--- config.mk ---
export PLATFORM = sky130hd
export DESIGN_NAME = prog_addr_ptr
export DESIGN_NICKNAME = d
export VERILOG_FILES = /design/src/rtl/prog_ptr_pkg.sv /design/src/rtl/prog_ptr_counter.sv /design/src/rtl/prog_ptr_decode.sv /design/src/rtl/prog_ptr_tagreg.sv /design/src/rtl/prog_addr_ptr.sv
export SDC_FILE = /design/constraint.sdc
export NUM_CORES = 1
export LEC_CHECK = 0
export CORE_ASPECT_RATIO = 1.5
export CORE_MARGIN = 2
export CORE_UTILIZATION = 39
export DETAILED_ROUTE_END_ITERATION = 10
export GPL_ROUTABILITY_DRIVEN = 0
export GPL_TIMING_DRIVEN = 0
export PLACE_DENSITY = 0.76
export SETUP_SLACK_MARGIN = 0.15
export SLEW_MARGIN = 20
export SYNTH_ARGS = -nofsm -noshare
export SYNTH_HDL_FRONTEND = slang
export SYNTH_HIERARCHICAL = 1
export SYNTH_SLANG_ARGS = --single-unit
--- constraint.sdc ---
create_clock -name clk -period 1.49 [get_ports clk]
set_input_delay 0.2235 -clock clk [delete_from_list [all_inputs] [get_ports clk]]
set_output_delay 0.2235 -clock clk [all_outputs]
set_load 0.02 [all_outputs]
--- src/rtl/prog_ptr_pkg.sv ---
package prog_ptr_pkg;
   localparam int REGION_N = 6;

   typedef enum int unsigned {
      RG_USER  = 0,
      RG_ID    = 1,
      RG_DEVID = 2,
      RG_CFGW  = 3,
      RG_RSVD  = 4,
      RG_EE    = 5
   } region_e;

   typedef logic [REGION_N-1:0] region_t;

   typedef struct packed {
      region_t    region;
      logic       id_wen;
      logic [1:0] cfg_wen;
   } tag_t;

   localparam region_t REGION_RESET = region_t'(1) << RG_USER;
endpackage

--- src/rtl/prog_ptr_counter.sv ---
module prog_ptr_counter #(
   parameter int PTR_W = 14
) (
   input  logic             clk,
   input  logic             rst_n,
   input  logic             clear,
   input  logic             load_cfg,
   input  logic             step,
   output logic [PTR_W-1:0] ptr
);
   localparam int TOP = PTR_W - 1;
   localparam logic [PTR_W-1:0] CFG_BASE = {1'b1, {TOP{1'b0}}};
   localparam logic [PTR_W-1:0] ONE_FULL = PTR_W'(1);
   localparam logic [TOP-1:0]   ONE_LOW  = TOP'(1);

   logic [PTR_W-1:0] ptr_nxt;
   logic [PTR_W-1:0] ptr_inc;

   // once the top bit is set only the low field advances
   always_comb begin
      if (ptr[TOP]) ptr_inc = {1'b1, ptr[TOP-1:0] + ONE_LOW};
      else          ptr_inc = ptr + ONE_FULL;
   end

   always_comb begin
      if (clear)         ptr_nxt = '0;
      else if (load_cfg) ptr_nxt = CFG_BASE;
      else if (step)     ptr_nxt = ptr_inc;
      else               ptr_nxt = ptr;
   end

   always_ff @(posedge clk or negedge rst_n) begin
      if (!rst_n) ptr <= '0;
      else        ptr <= ptr_nxt;
   end
endmodule

--- src/rtl/prog_ptr_decode.sv ---
module prog_ptr_decode
   import prog_ptr_pkg::*;
#(
   parameter int PTR_W      = 14,
   parameter int CFG_SPAN_W = 5,
   parameter int ID_COUNT   = 4,
   parameter int DEVID_OFS  = 6,
   parameter int CFG1_OFS   = 7,
   parameter int CFG2_OFS   = 8
) (
   input  logic [PTR_W-1:0] ptr,
   input  logic             ee_sel,
   output tag_t             tag
);
   localparam int TOP = PTR_W - 1;

   logic                  in_cfg;
   logic                  in_win;
   logic [CFG_SPAN_W-1:0] ofs;
   logic [ID_COUNT-1:0]   id_hit;

   assign in_cfg = ptr[TOP];
   assign ofs    = ptr[CFG_SPAN_W-1:0];
   assign in_win = (ptr[TOP-1:CFG_SPAN_W] == '0);

   for (genvar g = 0; g < ID_COUNT; g++) begin : g_id
      assign id_hit[g] = (ofs == CFG_SPAN_W'(g));
   end

   always_comb begin
      tag = '0;
      if (ee_sel) begin
         tag.region[RG_EE] = 1'b1;
      end else if (!in_cfg || !in_win) begin
         tag.region[RG_USER] = 1'b1;
      end else if (|id_hit) begin
         tag.region[RG_ID] = 1'b1;
         tag.id_wen        = 1'b1;
      end else if (ofs == CFG_SPAN_W'(DEVID_OFS)) begin
         tag.region[RG_DEVID] = 1'b1;
      end else if (ofs == CFG_SPAN_W'(CFG1_OFS)) begin
         tag.region[RG_CFGW] = 1'b1;
         tag.cfg_wen[0]      = 1'b1;
      end else if (ofs == CFG_SPAN_W'(CFG2_OFS)) begin
         tag.region[RG_CFGW] = 1'b1;
         tag.cfg_wen[1]      = 1'b1;
      end else begin
         tag.region[RG_RSVD] = 1'b1;
      end
   end
endmodule

--- src/rtl/prog_ptr_tagreg.sv ---
module prog_ptr_tagreg
   import prog_ptr_pkg::*;
(
   input  logic clk,
   input  logic rst_n,
   input  tag_t tag_d,
   output tag_t tag_q
);
   localparam tag_t TAG_RESET = '{region: REGION_RESET, id_wen: 1'b0, cfg_wen: 2'b00};

   always_ff @(posedge clk or negedge rst_n) begin
      if (!rst_n) tag_q <= TAG_RESET;
      else        tag_q <= tag_d;
   end
endmodule

--- src/rtl/prog_addr_ptr.sv ---
module prog_addr_ptr
   import prog_ptr_pkg::*;
#(
   parameter int PTR_W      = 14,
   parameter int FLASH_AW   = 12,
   parameter int EE_AW      = 8,
   parameter int CFG_SPAN_W = 5,
   parameter int ID_COUNT   = 4,
   parameter int DEVID_OFS  = 6,
   parameter int CFG1_OFS   = 7,
   parameter int CFG2_OFS   = 8
) (
   input  logic                clk,
   input  logic                rst_n,
   input  logic                clear_i,
   input  logic                step_i,
   input  logic                cfg_load_i,
   input  logic                ee_sel_i,
   output logic [PTR_W-1:0]    ptr_o,
   output logic                cfg_space_o,
   output logic [FLASH_AW-1:0] flash_idx_o,
   output logic [EE_AW-1:0]    ee_idx_o,
   output logic [REGION_N-1:0] region_o,
   output logic                id_wen_o,
   output logic [1:0]          cfg_wen_o
);
   localparam int TOP = PTR_W - 1;

   if (FLASH_AW > TOP) begin : g_bad_flash
      $error("FLASH_AW must fit below the configuration-space bit");
   end
   if (EE_AW > FLASH_AW) begin : g_bad_ee
      $error("EE_AW must not exceed FLASH_AW");
   end
   if (CFG_SPAN_W >= TOP) begin : g_bad_span
      $error("CFG_SPAN_W must be narrower than the user field");
   end
   if (ID_COUNT > DEVID_OFS || DEVID_OFS >= CFG1_OFS || CFG1_OFS >= CFG2_OFS
       || CFG2_OFS >= (1 << CFG_SPAN_W)) begin : g_bad_map
      $error("configuration offsets must ascend inside the window");
   end

   logic [PTR_W-1:0] ptr;
   tag_t             tag_d;
   tag_t             tag_q;

   prog_ptr_counter #(.PTR_W(PTR_W)) u_cnt (
      .clk      (clk),
      .rst_n    (rst_n),
      .clear    (clear_i),
      .load_cfg (cfg_load_i),
      .step     (step_i),
      .ptr      (ptr)
   );

   prog_ptr_decode #(
      .PTR_W      (PTR_W),
      .CFG_SPAN_W (CFG_SPAN_W),
      .ID_COUNT   (ID_COUNT),
      .DEVID_OFS  (DEVID_OFS),
      .CFG1_OFS   (CFG1_OFS),
      .CFG2_OFS   (CFG2_OFS)
   ) u_dec (
      .ptr    (ptr),
      .ee_sel (ee_sel_i),
      .tag    (tag_d)
   );

   prog_ptr_tagreg u_tag (
      .clk   (clk),
      .rst_n (rst_n),
      .tag_d (tag_d),
      .tag_q (tag_q)
   );

   assign ptr_o       = ptr;
   assign cfg_space_o = ptr[TOP];
   assign flash_idx_o = ptr[FLASH_AW-1:0];
   assign ee_idx_o    = ptr[EE_AW-1:0];
   assign region_o    = tag_q.region;
   assign id_wen_o    = tag_q.id_wen;
   assign cfg_wen_o   = tag_q.cfg_wen;
endmodule

======== Yosys cells after proc, flatten, opt, wreduce, memory -nomap -nowiden ========
Cells that the tools add are included.
storage, ports and cells
  bits in registers ....................... 23
  latch bits .............................. 0
  bits in writable memories ............... 0
  memory bits (read-only) ................. 0
  word-level logic and storage cells ...... 40
  memories ................................ 0
operators by class
  add/sub/neg operators ................... 2
  $mul .................................... 0
  divide/modulo/power cells ............... 0
  magnitude comparators ................... 0
  equality and inequality tests ........... 6
  shift-type cells ........................ 0
  mux-type cells .......................... 21
  bitwise logic cells ..................... 0
  reductions and logical operators ........ 7
operators with widths
  kind                     count
  $mux W14                 4
  $add A14 B1 Y14 const B  1
  $add A13 B1 Y13 const B  1
  $eq A5 B2 Y1 const B     2
  $eq A5 B3 Y1 const B     2
  $mux W1                  10
  $logic_not A8 Y1         1
  $mux W8                  1
  $mux W2                  3
  $mux W3                  2
  $eq A5 B1 Y1 const B     1
  $eq A5 B4 Y1 const B     1
  $logic_not A5 Y1         1
  $mux W4                  1
  $reduce_or A4 Y1         1
  $reduce_bool A3 Y1       1
  $logic_not A1 Y1         2
  $logic_or A1 B1 Y1       1

======== Longest topological paths before layout ========
Gate-level depths: netlist of the first run.
  depth in word-level cells ............... 7
  depth in mapped cells ................... 5
  depth with buffers taken out ............ 5

======== By module ========
The synthesis of the first run kept the hierarchy.
by module, submodules not included
  module            instances  cells an instance  area an instance (um^2)  seq. area each (um^2)
  prog_ptr_counter  1          73                 744.5                    350.3
  prog_ptr_tagreg   1          9                  226.5                    226.5
  prog_addr_ptr     1          21                 157.7                    0.0
  prog_ptr_decode   1          22                 156.4                    0.0

======== Worst setup path before layout of the first run ========
Ideal clock, no wire load.
  kind .................................... register -> register
  start ................................... reg u_cnt.ptr[1]
  end ..................................... reg u_cnt.ptr[10]
  setup time .............................. 133 ps
  arrival time ............................ 1,450 ps
  data required time ...................... 1,357 ps
  slack ................................... -94 ps
  stages on the path, launching flop included .. 6
  buffers on the path ..................... 0
  path through ............................ dfrtp_1 > ha_1 > nand3_2 > nor4_2 > xnor2_1 > nor2_1
on the way
  cells in the longest elaborated chain, start to end .. 5
RTL lines
  what                                                line                                            RTL
  start, declared                                     prog_ptr_counter.sv:9                           output logic [PTR_W-1:0] ptr
  start signal, assigned                              prog_ptr_counter.sv:34                          else ptr <= ptr_nxt;
  $add A14 B1 Y14 or $add A13 B1 Y13 (tied branches)  prog_ptr_counter.sv:22, prog_ptr_counter.sv:21
  $mux W14 (*)                                        prog_ptr_counter.sv:21                          if (ptr[TOP]) ptr_inc = {1'b1, ptr[TOP-1:0] + ONE_LOW};
  $mux W14 (*)                                        prog_ptr_counter.sv:28                          else if (step) ptr_nxt = ptr_inc;
  $mux W14 (*)                                        prog_ptr_counter.sv:27                          else if (load_cfg) ptr_nxt = CFG_BASE;
  $mux W14 (*)                                        prog_ptr_counter.sv:26                          if (clear) ptr_nxt = '0;
Every way passes the cells marked *; elsewhere a longest branch is shown, timed or not. The select of a mux whose other input is x is not followed.
A chain may end at the register's enable or synchronous reset.

==> results of run 1 <==
## synth_stat cells, drive strengths merged
master / count / share of area
xor2: 2 / 0.014
nor2: 19 / 0.057
dfstp: 1 / 0.020
xnor2: 8 / 0.055
nor4: 5 / 0.056
nor3b: 1 / 0.0058
nand3b: 1 / 0.0058
o21a: 1 / 0.0058
clkbuf: 2 / 0.0058
nand3: 4 / 0.033
o22ai: 1 / 0.0049
inv: 4 / 0.012
nor4b: 1 / 0.012
buf: 24 / 0.14
nor3: 6 / 0.031
mux2i: 1 / 0.0078
ha: 1 / 0.0097
nand4: 4 / 0.019
or4b: 1 / 0.0078
o21ai: 1 / 0.0039
or2: 1 / 0.0049
nor2b: 1 / 0.0049
nand2: 6 / 0.018
a31oi: 1 / 0.0049
dfrtp: 22 / 0.43
a21oi: 2 / 0.0078
o311ai: 1 / 0.0068
mux2: 1 / 0.0088
nand4b: 1 / 0.0068
or3: 1 / 0.0049
## worst max-delay path by stage
stage | end | depth (start not counted) | slack (ps) | from
floorplan | u_cnt/ptr[10] | 5 | 110 | u_cnt/ptr[0]
global placement | u_cnt/ptr[10] | 5 | -240 | clear_i
detailed placement | u_cnt/ptr[11] | 5 | -270 | clear_i
CTS | u_cnt/ptr[11] | 5 | 3 | clear_i
global route | u_tag/tag_q[4] | 5 | -6 | u_cnt/ptr[5]
finish | u_tag/tag_q[6] | 4 | 30 | u_cnt/ptr[5]
## registers in the layout, summed over array words and instances, names as in the netlist
signal and count:
u_tag/tag_q 9, u_cnt/ptr 14
## repair_timing
item	in CTS	in global routing
hold endpoints to repair	0	22
pin swaps	4	10
hold buffers	0	1
endpoints found under the setup margin	62	44
buffers inserted	27	6
gates resized for setup	90	55
## layout by cell type (no fill, tap or decap), types with 2 or more instances in the layout
cell type                          n
sky130_fd_sc_hd__nand4_1           4
sky130_fd_sc_hd__buf_2             7
sky130_fd_sc_hd__buf_6            14
sky130_fd_sc_hd__xor2_1            2
sky130_fd_sc_hd__nand3_4           3
sky130_fd_sc_hd__xnor2_1           8
sky130_fd_sc_hd__nor3_1            3
sky130_fd_sc_hd__dfrtp_1          10
sky130_fd_sc_hd__dfrtp_2          12
sky130_fd_sc_hd__clkbuf_8          3
sky130_fd_sc_hd__nor2_1           16
sky130_fd_sc_hd__clkdlybuf4s15_2   3
sky130_fd_sc_hd__nor4_4            2
sky130_fd_sc_hd__clkbuf_1          2
sky130_fd_sc_hd__clkbuf_2         11
sky130_fd_sc_hd__nor3_4            2
sky130_fd_sc_hd__buf_4            49
sky130_fd_sc_hd__nor4_2            3
sky130_fd_sc_hd__nand2_1           6
sky130_fd_sc_hd__nor2_2            3
sky130_fd_sc_hd__clkdlybuf4s50_1   3
sky130_fd_sc_hd__dlygate4sd2_1    18
sky130_fd_sc_hd__inv_1             4
## worst max-delay path: stages, from the launching register on
cell	delay [ps]
sky130_fd_sc_hd__dfrtp_2	430
sky130_fd_sc_hd__buf_6	140
sky130_fd_sc_hd__nor4_4	350
sky130_fd_sc_hd__nand4_1	270
sky130_fd_sc_hd__a21oi_1	200
## cell families after synthesis
kind of cell	synth area share
and+or+nand+nor	0.267
buffers and inverters	0.156
adders and majority gates	0.00974
xor gates and xnor gates	0.0682
AOI/OAI and AO/OA	0.0341
DFF	0.449
muxes	0.0166
## per-layer routing
| layer | wire length (um) | vias up | track usage |
|---|---|---|---|
| li1 | - | 574 | - |
| met1 | 1290 | 594 | 0.202 |
| met2 | 2120 | 41 | 0.377 |
| met3 | 170 | 6 | 0.0281 |
| met4 | 61 | 0 | 0.105 |
| met5 | 0 | - | 0 |
## layout make-up
class | count | area (um^2) | area share
clock buffer | 4 | 45.0 | 0.0209
buffer | 26 | 193 | 0.0895
inverter | 4 | 15.0 | 0.00698
timing repair buffer | 82 | 668 | 0.310
multi-input combinational | 72 | 589 | 0.274
sequential | 23 | 592 | 0.275
tap | 40 | 50.0 | 0.0233
## power groups by stage
stage	clock (mW)	sequential (mW)	combinational [mW]
6_report	0.391	0.640	0.141
2_1_floorplan	0	0.669	0.0483
3_5_place_dp	0	0.657	0.126
5_1_grt	0.430	0.642	0.153
3_3_place_gp	0	0.657	0.122
4_1_cts	0.393	0.639	0.136
==> flow_summary.rst, run 1 <==
.. list-table::
   :header-rows: 1

   * - Metric
     - Value
   * - Max-slew headroom at the worst pin
     - 0.644
   * - Initial antenna violation count
     - 0
   * - Arrival time of data at the critical path endpoint
     - 1650 ps
   * - Count of standard-cell rows
     - 25
   * - Sequential fraction of the synthesis area
     - 0.449
   * - Clock sink count
     - 23
   * - Dpl cells
     - 213
   * - Setup violations, final
     - 0
   * - Util after Layout
     - 0.681
   * - Worst-case clock buffer depth
     - 2
   * - Crit start category
     - flop
   * - Relative contribution of the clock network to total power
     - 0.334
   * - RSZ-0062 raised after global routing
     - true
   * - GRT Residual Overflow
     - 0
   * - Share of final-layout standard cells stronger than drive strength 1
     - 0.564
   * - Total non-filler cell area in the finished layout
     - 2150 um^2
   * - Vias in the first global route
     - 1264
   * - Crit-path max FO
     - 4
   * - Kind of capture point of the worst setup path
     - flop
   * - Cell area after placement
     - 1840 um^2
   * - Initial Util
     - 0.407
   * - Routed Antenna Nets
     - 0
   * - Max-cap check violation count
     - 0
   * - Final total power
     - 1.17 mW
   * - Clk_skew
     - 3.05 ps
   * - Worst Path Required
     - 1670 ps
   * - Routed length per instance
     - 14.5 um
   * - TritonCTS buffer count
     - 3
   * - Worst slack after detailed placement
     - -267 ps
   * - Final total negative setup slack
     - 0 ps
   * - Worst IR drop on VDD
     - 0.359 mV
   * - Die area
     - 3780 um^2
   * - Number of DRC violations after detailed routing
     - 0
   * - Depth of the worst hold-timing path
     - 3
   * - Slew Viols, Final
     - 0
   * - Die Y-Extent
     - 74.3 um
   * - Core Area
     - 3160 um^2
   * - Io pins
     - 50
   * - Min Tclk post-route
     - 1460 ps
   * - Number of cell instances on the worst register-to-register path
     - 4
   * - Total GRT Usage
     - 0.196
   * - Seq pwr share
     - 0.546
   * - Clock-pin slew of the registers on the worst-case setup and hold paths
     - 80 ps
   * - Switching power total
     - 0.284 mW
   * - Achievable clock frequency
     - 683 MHz
   * - Fillers
     - 246
   * - Launch instance of the worst min-delay path
     - step_i
   * - CTS tree
     - built
   * - Number of nets in the finished design
     - 219
   * - DR vias/cell
     - 4.84
   * - Class of the most critical setup path
     - flop to flop
   * - Total of warnings raised by yosys
     - 6
   * - Number of I/O port buffers
     - 48
   * - R2R Path End
     - u_tag/tag_q[6]
   * - Final HPWL DP
     - 2170 um
   * - Count of non-filler cells in the finished layout
     - 251
   * - Worst R2R Setup Slack
     - 30 ps
   * - Synth-to-layout area growth
     - 67.5%
   * - Type of the worst min-delay path
     - input pin to flop
   * - Summed instance area of the synthesized netlist
     - 1280 um^2
   * - Maximum number of pins on one net before global-route repair
     - 24
   * - Post-synthesis register bit count
     - 23
   * - Vias after detailed routing
     - 1215
   * - Worst-skew pair later-pin latency
     - 260 ps
   * - Worst slew pin tran
     - 533 ps
   * - Average instance area after synthesis
     - 10.3 um^2
   * - Post-synthesis instance total
     - 125
   * - Final Cycle Share
     - 0.983
   * - Distinct cells, synth
     - 36
   * - Detailed-route wire length
     - 3650 um
   * - Final Hold Vio Count
     - 0
   * - DRT iter0 DRCs
     - 33
   * - Internal
     - 0.888 mW
   * - Hold endpoint
     - u_cnt/ptr[0]
   * - Post-synth net total
     - 132
   * - Least setup slack across all paths after layout
     - 25.3 ps
   * - Drt pass-1 iters
     - 4
   * - CTS HTree Levels
     - 1
   * - Global-route wire length before repair
     - 5660 um
   * - Antenna diode instance count
     - 0
   * - Share of total power in combinational logic
     - 0.120
   * - Status
     - complete, no violations
   * - Worst hold-check slack
     - 343 ps
   * - Root Buffer Master
     - sky130_fd_sc_hd__clkbuf_8
   * - Reg-to-reg critical path startpoint
     - u_cnt/ptr[5]
   * - Areal power density over the cells
     - 545 nW/um^2
   * - Sw Ratio
     - 0.242
   * - Die X
     - 50.9 um
   * - Cell leakage power
     - 1.07 nW
No activity file was read; power rests on OpenSTA's default activity.
==> inputs of run 2 (changes only) <==
--- a/config.mk
+++ b/config.mk
@@ -11,10 +11,9 @@
 export DETAILED_ROUTE_END_ITERATION = 10
 export GPL_ROUTABILITY_DRIVEN = 0
 export GPL_TIMING_DRIVEN = 0
-export PLACE_DENSITY = 0.76
+export PLACE_DENSITY = 0.75
 export SETUP_SLACK_MARGIN = 0.15
 export SLEW_MARGIN = 20
 export SYNTH_ARGS = -nofsm -noshare
 export SYNTH_HDL_FRONTEND = slang
-export SYNTH_HIERARCHICAL = 1
 export SYNTH_SLANG_ARGS = --single-unit
==> run 2 against run 1 <==
  * The run now ends with setup timing left
  * Non-clock buffer count up 5
  * Cell count up 4.4%
  * Sequential share of layout area down 3.8 points
  * Sequential cell count down 1
  * Critical path type unchanged
  * Largest power group unchanged
  * Fmax down 4.2%
  * First-iteration DRC count down 9.1%
==> flow_summary.rst, run 2 <==
.. list-table::
   :header-rows: 1

   * - Metric
     - Value
   * - Status
     - finished, violations left (was complete, no violations)
   * - Violated checks
     - setup timing
   * - Die area
     - 3830 um^2 (was 3780 um^2)
   * - Number of DRC violations after detailed routing
     - 0 (unchanged)
   * - Min Tclk post-route
     - 1530 ps (was 1460 ps)
   * - Met3 track demand over resource
     - 0.0159 (was 0.0281)
   * - Layer with the highest usage
     - met2 (unchanged)
   * - Total non-filler cell area in the finished layout
     - 2380 um^2 (was 2150 um^2)
   * - Maximum number of pins on one net before global-route repair
     - 23 (was 24)
   * - Achievable clock frequency
     - 654 MHz (was 683 MHz)
   * - Worst hold-check slack
     - 120 ps (was 343 ps)
   * - Util after Layout
     - 0.755 (was 0.681)
   * - Number of I/O port buffers
     - 48 (unchanged)
   * - Areal power density over the cells
     - 489 nW/um^2 (was 545 nW/um^2)
   * - Total GRT Usage
     - 0.215 (was 0.196)
   * - Die Y-Extent
     - 74.8 um (was 74.3 um)
   * - DR vias/cell
     - 5.25 (was 4.84)
   * - Fillers
     - 201 (was 246)
   * - Final Cycle Share
     - 1.03 (was 0.983)
   * - Clk_skew
     - 1.49 ps (was 3.05 ps)
   * - Initial Util
     - 0.413 (was 0.407)
   * - Number of buffers and inverters on the critical path
     - 1 (unchanged)
   * - Number of cell instances on the worst register-to-register path
     - 5 (was 4)
   * - Arrival time of data at the critical path endpoint
     - 1710 ps (was 1650 ps)
   * - Number of nets in the finished design
     - 234 (was 219)
   * - Kind of capture point of the worst setup path
     - flop (unchanged)
   * - Stages on the worst setup path
     - 5 (was 4)
   * - Hold buffer count at CTS
     - 0 (unchanged)
   * - Clock sink count
     - 22 (was 23)
   * - Post-synthesis instance total
     - 132 (was 125)
   * - Average instance area after synthesis
     - 9.88 um^2 (was 10.3 um^2)
   * - Core Area
     - 3160 um^2 (unchanged)
   * - Die X
     - 51.2 um (was 50.9 um)
   * - Setup violations, final
     - 4 (was 0)
   * - Worst path slowest cell
     - sky130_fd_sc_hd__dfrtp_2 (unchanged)
   * - Post-synth net total
     - 143 (was 132)
   * - Final HPWL DP
     - 2150 um (was 2170 um)
   * - Final total power
     - 1.17 mW (about the same)
   * - Commonest non-fill, non-tap cell in the layout
     - sky130_fd_sc_hd__buf_4 (unchanged)
   * - Worst Path Required
     - 1680 ps (was 1670 ps)
   * - Cell area after placement
     - 1880 um^2 (was 1840 um^2)
   * - Worst slew pin tran
     - 1010 ps (was 533 ps)
   * - Least setup slack across all paths after layout
     - -38.8 ps (was 25.3 ps)
   * - Class of the most critical setup path
     - flop to flop (unchanged)
   * - Peak per-stage delay on the critical path
     - 450 ps (was 430 ps)
   * - Vias after detailed routing
     - 1375 (was 1215)
   * - Fraction of registers with async set or reset after synthesis
     - 1.00 (unchanged)
   * - Post-synthesis register bit count
     - 22 (was 23)
   * - Synth-to-layout area growth
     - 82.9% (was 67.5%)
   * - Sequential fraction of the synthesis area
     - 0.423 (was 0.449)
   * - Global-route wire length before repair
     - 6220 um (was 5660 um)
   * - Initial antenna violation count
     - 0 (unchanged)
   * - Ordered list of cells on the worst path
     - buf_4 > ha_4 > nor4_4 > o41ai_4 > nor3b_2 (was buf_6 > nor4_4 > nand4_1 > a21oi_1)
   * - GR Layer Usage met2
     - 0.410 (was 0.377)
   * - Number of enable flip-flop cells after synthesis
     - 0 (unchanged)
   * - CTS HTree Levels
     - 1 (unchanged)
   * - TritonCTS buffer count
     - 3 (unchanged)
   * - Synth cell count leaders
     - sky130_fd_sc_hd__buf_4, sky130_fd_sc_hd__dfrtp_1, sky130_fd_sc_hd__nor2_1 (unchanged)
   * - Slew Viols, Final
     - 0 (unchanged)
   * - Dominant delay contributor by cell family on the critical path
     - simple AND/OR/NAND/NOR gates (unchanged)
   * - Flip-flop count of the largest register, all copies and words added
     - 14 (unchanged)
   * - Max-cap check violation count
     - 0 (unchanged)
   * - Detailed-route wire length
     - 4210 um (was 3650 um)
   * - Crit-path max FO
     - 5 (was 4)
   * - Most used cells in the layout excluding fill and tap cells
     - sky130_fd_sc_hd__buf_4, sky130_fd_sc_hd__buf_6, sky130_fd_sc_hd__dlygate4sd2_1, sky130_fd_sc_hd__dfrtp_1, sky130_fd_sc_hd__dfrtp_2 (was sky130_fd_sc_hd__buf_4, sky130_fd_sc_hd__dlygate4sd2_1, sky130_fd_sc_hd__nor2_1, sky130_fd_sc_hd__buf_6, sky130_fd_sc_hd__dfrtp_2)
   * - RSZ-0062 raised after global routing
     - true (unchanged)
   * - Fraction of post-synthesis cell area in the top cell type by area
     - 0.403 (was 0.428)
   * - Clock-pin slew of the registers on the worst-case setup and hold paths
     - 80 ps (about the same)
   * - Antenna diode instance count
     - 0 (unchanged)
   * - CTS tree
     - built (unchanged)
   * - Dominant cell type by area after synthesis
     - sky130_fd_sc_hd__dfrtp_1 (unchanged)
   * - Routed Antenna Nets
     - 0 (unchanged)
   * - Crit start category
     - flop (unchanged)
   * - Met1 routing resource usage after global routing
     - 0.232 (was 0.202)
   * - GRT Residual Overflow
     - 0 (unchanged)
   * - Io pins
     - 50 (unchanged)
   * - Cell leakage power
     - 1.15 nW (was 1.07 nW)
   * - DRT iter0 DRCs
     - 30 (was 33)
   * - Share of final-layout standard cells stronger than drive strength 1
     - 0.626 (was 0.564)
   * - Max-slew headroom at the worst pin
     - 0.328 (was 0.644)
   * - Biggest registers after layout
     - u_cnt.ptr: 14 flops, u_tag.tag_q: 8 flops (was u_cnt/ptr: 14 flops, u_tag/tag_q: 9 flops)
   * - Summed instance area of the synthesized netlist
     - 1300 um^2 (was 1280 um^2)
   * - Register ranked first by flip-flop count
     - u_cnt.ptr (was u_cnt/ptr)
   * - Final Hold Vio Count
     - 0 (unchanged)
   * - Worst IR drop on VDD
     - 0.445 mV (was 0.359 mV)
   * - Most used flip-flop cell after synthesis
     - sky130_fd_sc_hd__dfrtp_1 (unchanged)
   * - Vias in the first global route
     - 1360 (was 1264)
   * - Type of the worst min-delay path
     - input pin to asynchronous set/reset pin (was input pin to flop)
   * - Distinct cells, synth
     - 37 (was 36)
   * - Cell with the most instances after synthesis
     - sky130_fd_sc_hd__buf_4 (unchanged)
   * - Final total negative setup slack
     - -85.8 ps (was 0 ps)
   * - Worst-case clock buffer depth
     - 2 (unchanged)
   * - Drt pass-1 iters
     - 5 (was 4)
   * - Cell types occupying the most area after synthesis
     - sky130_fd_sc_hd__dfrtp_1, sky130_fd_sc_hd__buf_4, sky130_fd_sc_hd__ha_1, sky130_fd_sc_hd__nor2_1, sky130_fd_sc_hd__a21oi_1 (was sky130_fd_sc_hd__dfrtp_1, sky130_fd_sc_hd__buf_4, sky130_fd_sc_hd__xnor2_1, sky130_fd_sc_hd__nor2_1, sky130_fd_sc_hd__nor4_2)
   * - Root Buffer Master
     - sky130_fd_sc_hd__clkbuf_8 (unchanged)
   * - Routed length per instance
     - 16.1 um (was 14.5 um)
   * - Count of standard-cell rows
     - 25 (unchanged)
   * - Total of warnings raised by yosys
     - 0 (was 6)
   * - Worst-skew pair later-pin latency
     - 260 ps (about the same)
run 2: cell count changes after synthesis, moves of 3 or more:
cell | before | now
sky130_fd_sc_hd__nand3_1 | 1 | 5
sky130_fd_sc_hd__o21ai_0 | 1 | 5
sky130_fd_sc_hd__or3_2 | 0 | 3
sky130_fd_sc_hd__nor4_2 | 4 | 0
sky130_fd_sc_hd__nor4_1 | 0 | 4
sky130_fd_sc_hd__nor2_1 | 18 | 10
sky130_fd_sc_hd__xnor2_1 | 8 | 1
sky130_fd_sc_hd__ha_1 | 1 | 5
sky130_fd_sc_hd__a21oi_1 | 2 | 6
run 2: worst paths after layout:
check                              startpoint  slack [ps]              to
worst min register to register  u_cnt.ptr[12]         630   u_cnt.ptr[12]
worst max register to register   u_cnt.ptr[0]         -40  u_tag.tag_q[6]
max in group asynchronous               rst_n         690    u_cnt.ptr[4]
worst max-delay path             u_cnt.ptr[0]         -40  u_tag.tag_q[6]
min in group clk                       step_i         270    u_cnt.ptr[0]
worst min-delay path                    rst_n         120   u_cnt.ptr[10]
run 2: final cells by class:
type,count,area [um^2],area share
Multi-Input combinational cell,77,729,0.306
Tap cell,40,50.0,0.0210
Buffer,27,231,0.0971
Clock buffer,4,45.0,0.0189
Inverter,6,25.0,0.0105
Timing Repair Buffer,86,739,0.310
Sequential cell,22,564,0.237
run 2: cells by family after synthesis:
logic type      Yosys count  share of synthesized area
simple gates             49                      0.229
buf+inv                  33                      0.180
flops                    22                      0.423
compound gates           17                     0.0768
fa+ha+maj                 5                     0.0480
xor+xnor                  4                     0.0269
mux                       2                     0.0154
run 2: metal layers:
metal / routed length (um) / up-vias
met4: 117 / 0
met2: 2380 / 65
met1: 1530 / 671
li1: - / 629
met3: 184 / 10
met5: 0 / -
run 2: timing repair:
action,4_1_cts,5_1_grt
setup endpoints to repair,58,52
pin swaps,10,6
gates resized for setup,133,48
buffers inserted,35,3
run 2: metrics by stage:
step,std cells,worst slack (ps)
2_1_floorplan,132,1.86
3_3_place_gp,220,-119
3_5_place_dp,220,-152
4_1_cts,259,23.3
5_1_grt,262,-104
6_report,262,-38.8
run 2: report_power, final:
group	switching, mW	internal, mW
Sequential	0.00651	0.607
Combinational	0.0896	0.0786
Clock	0.194	0.191
Total	0.290	0.876
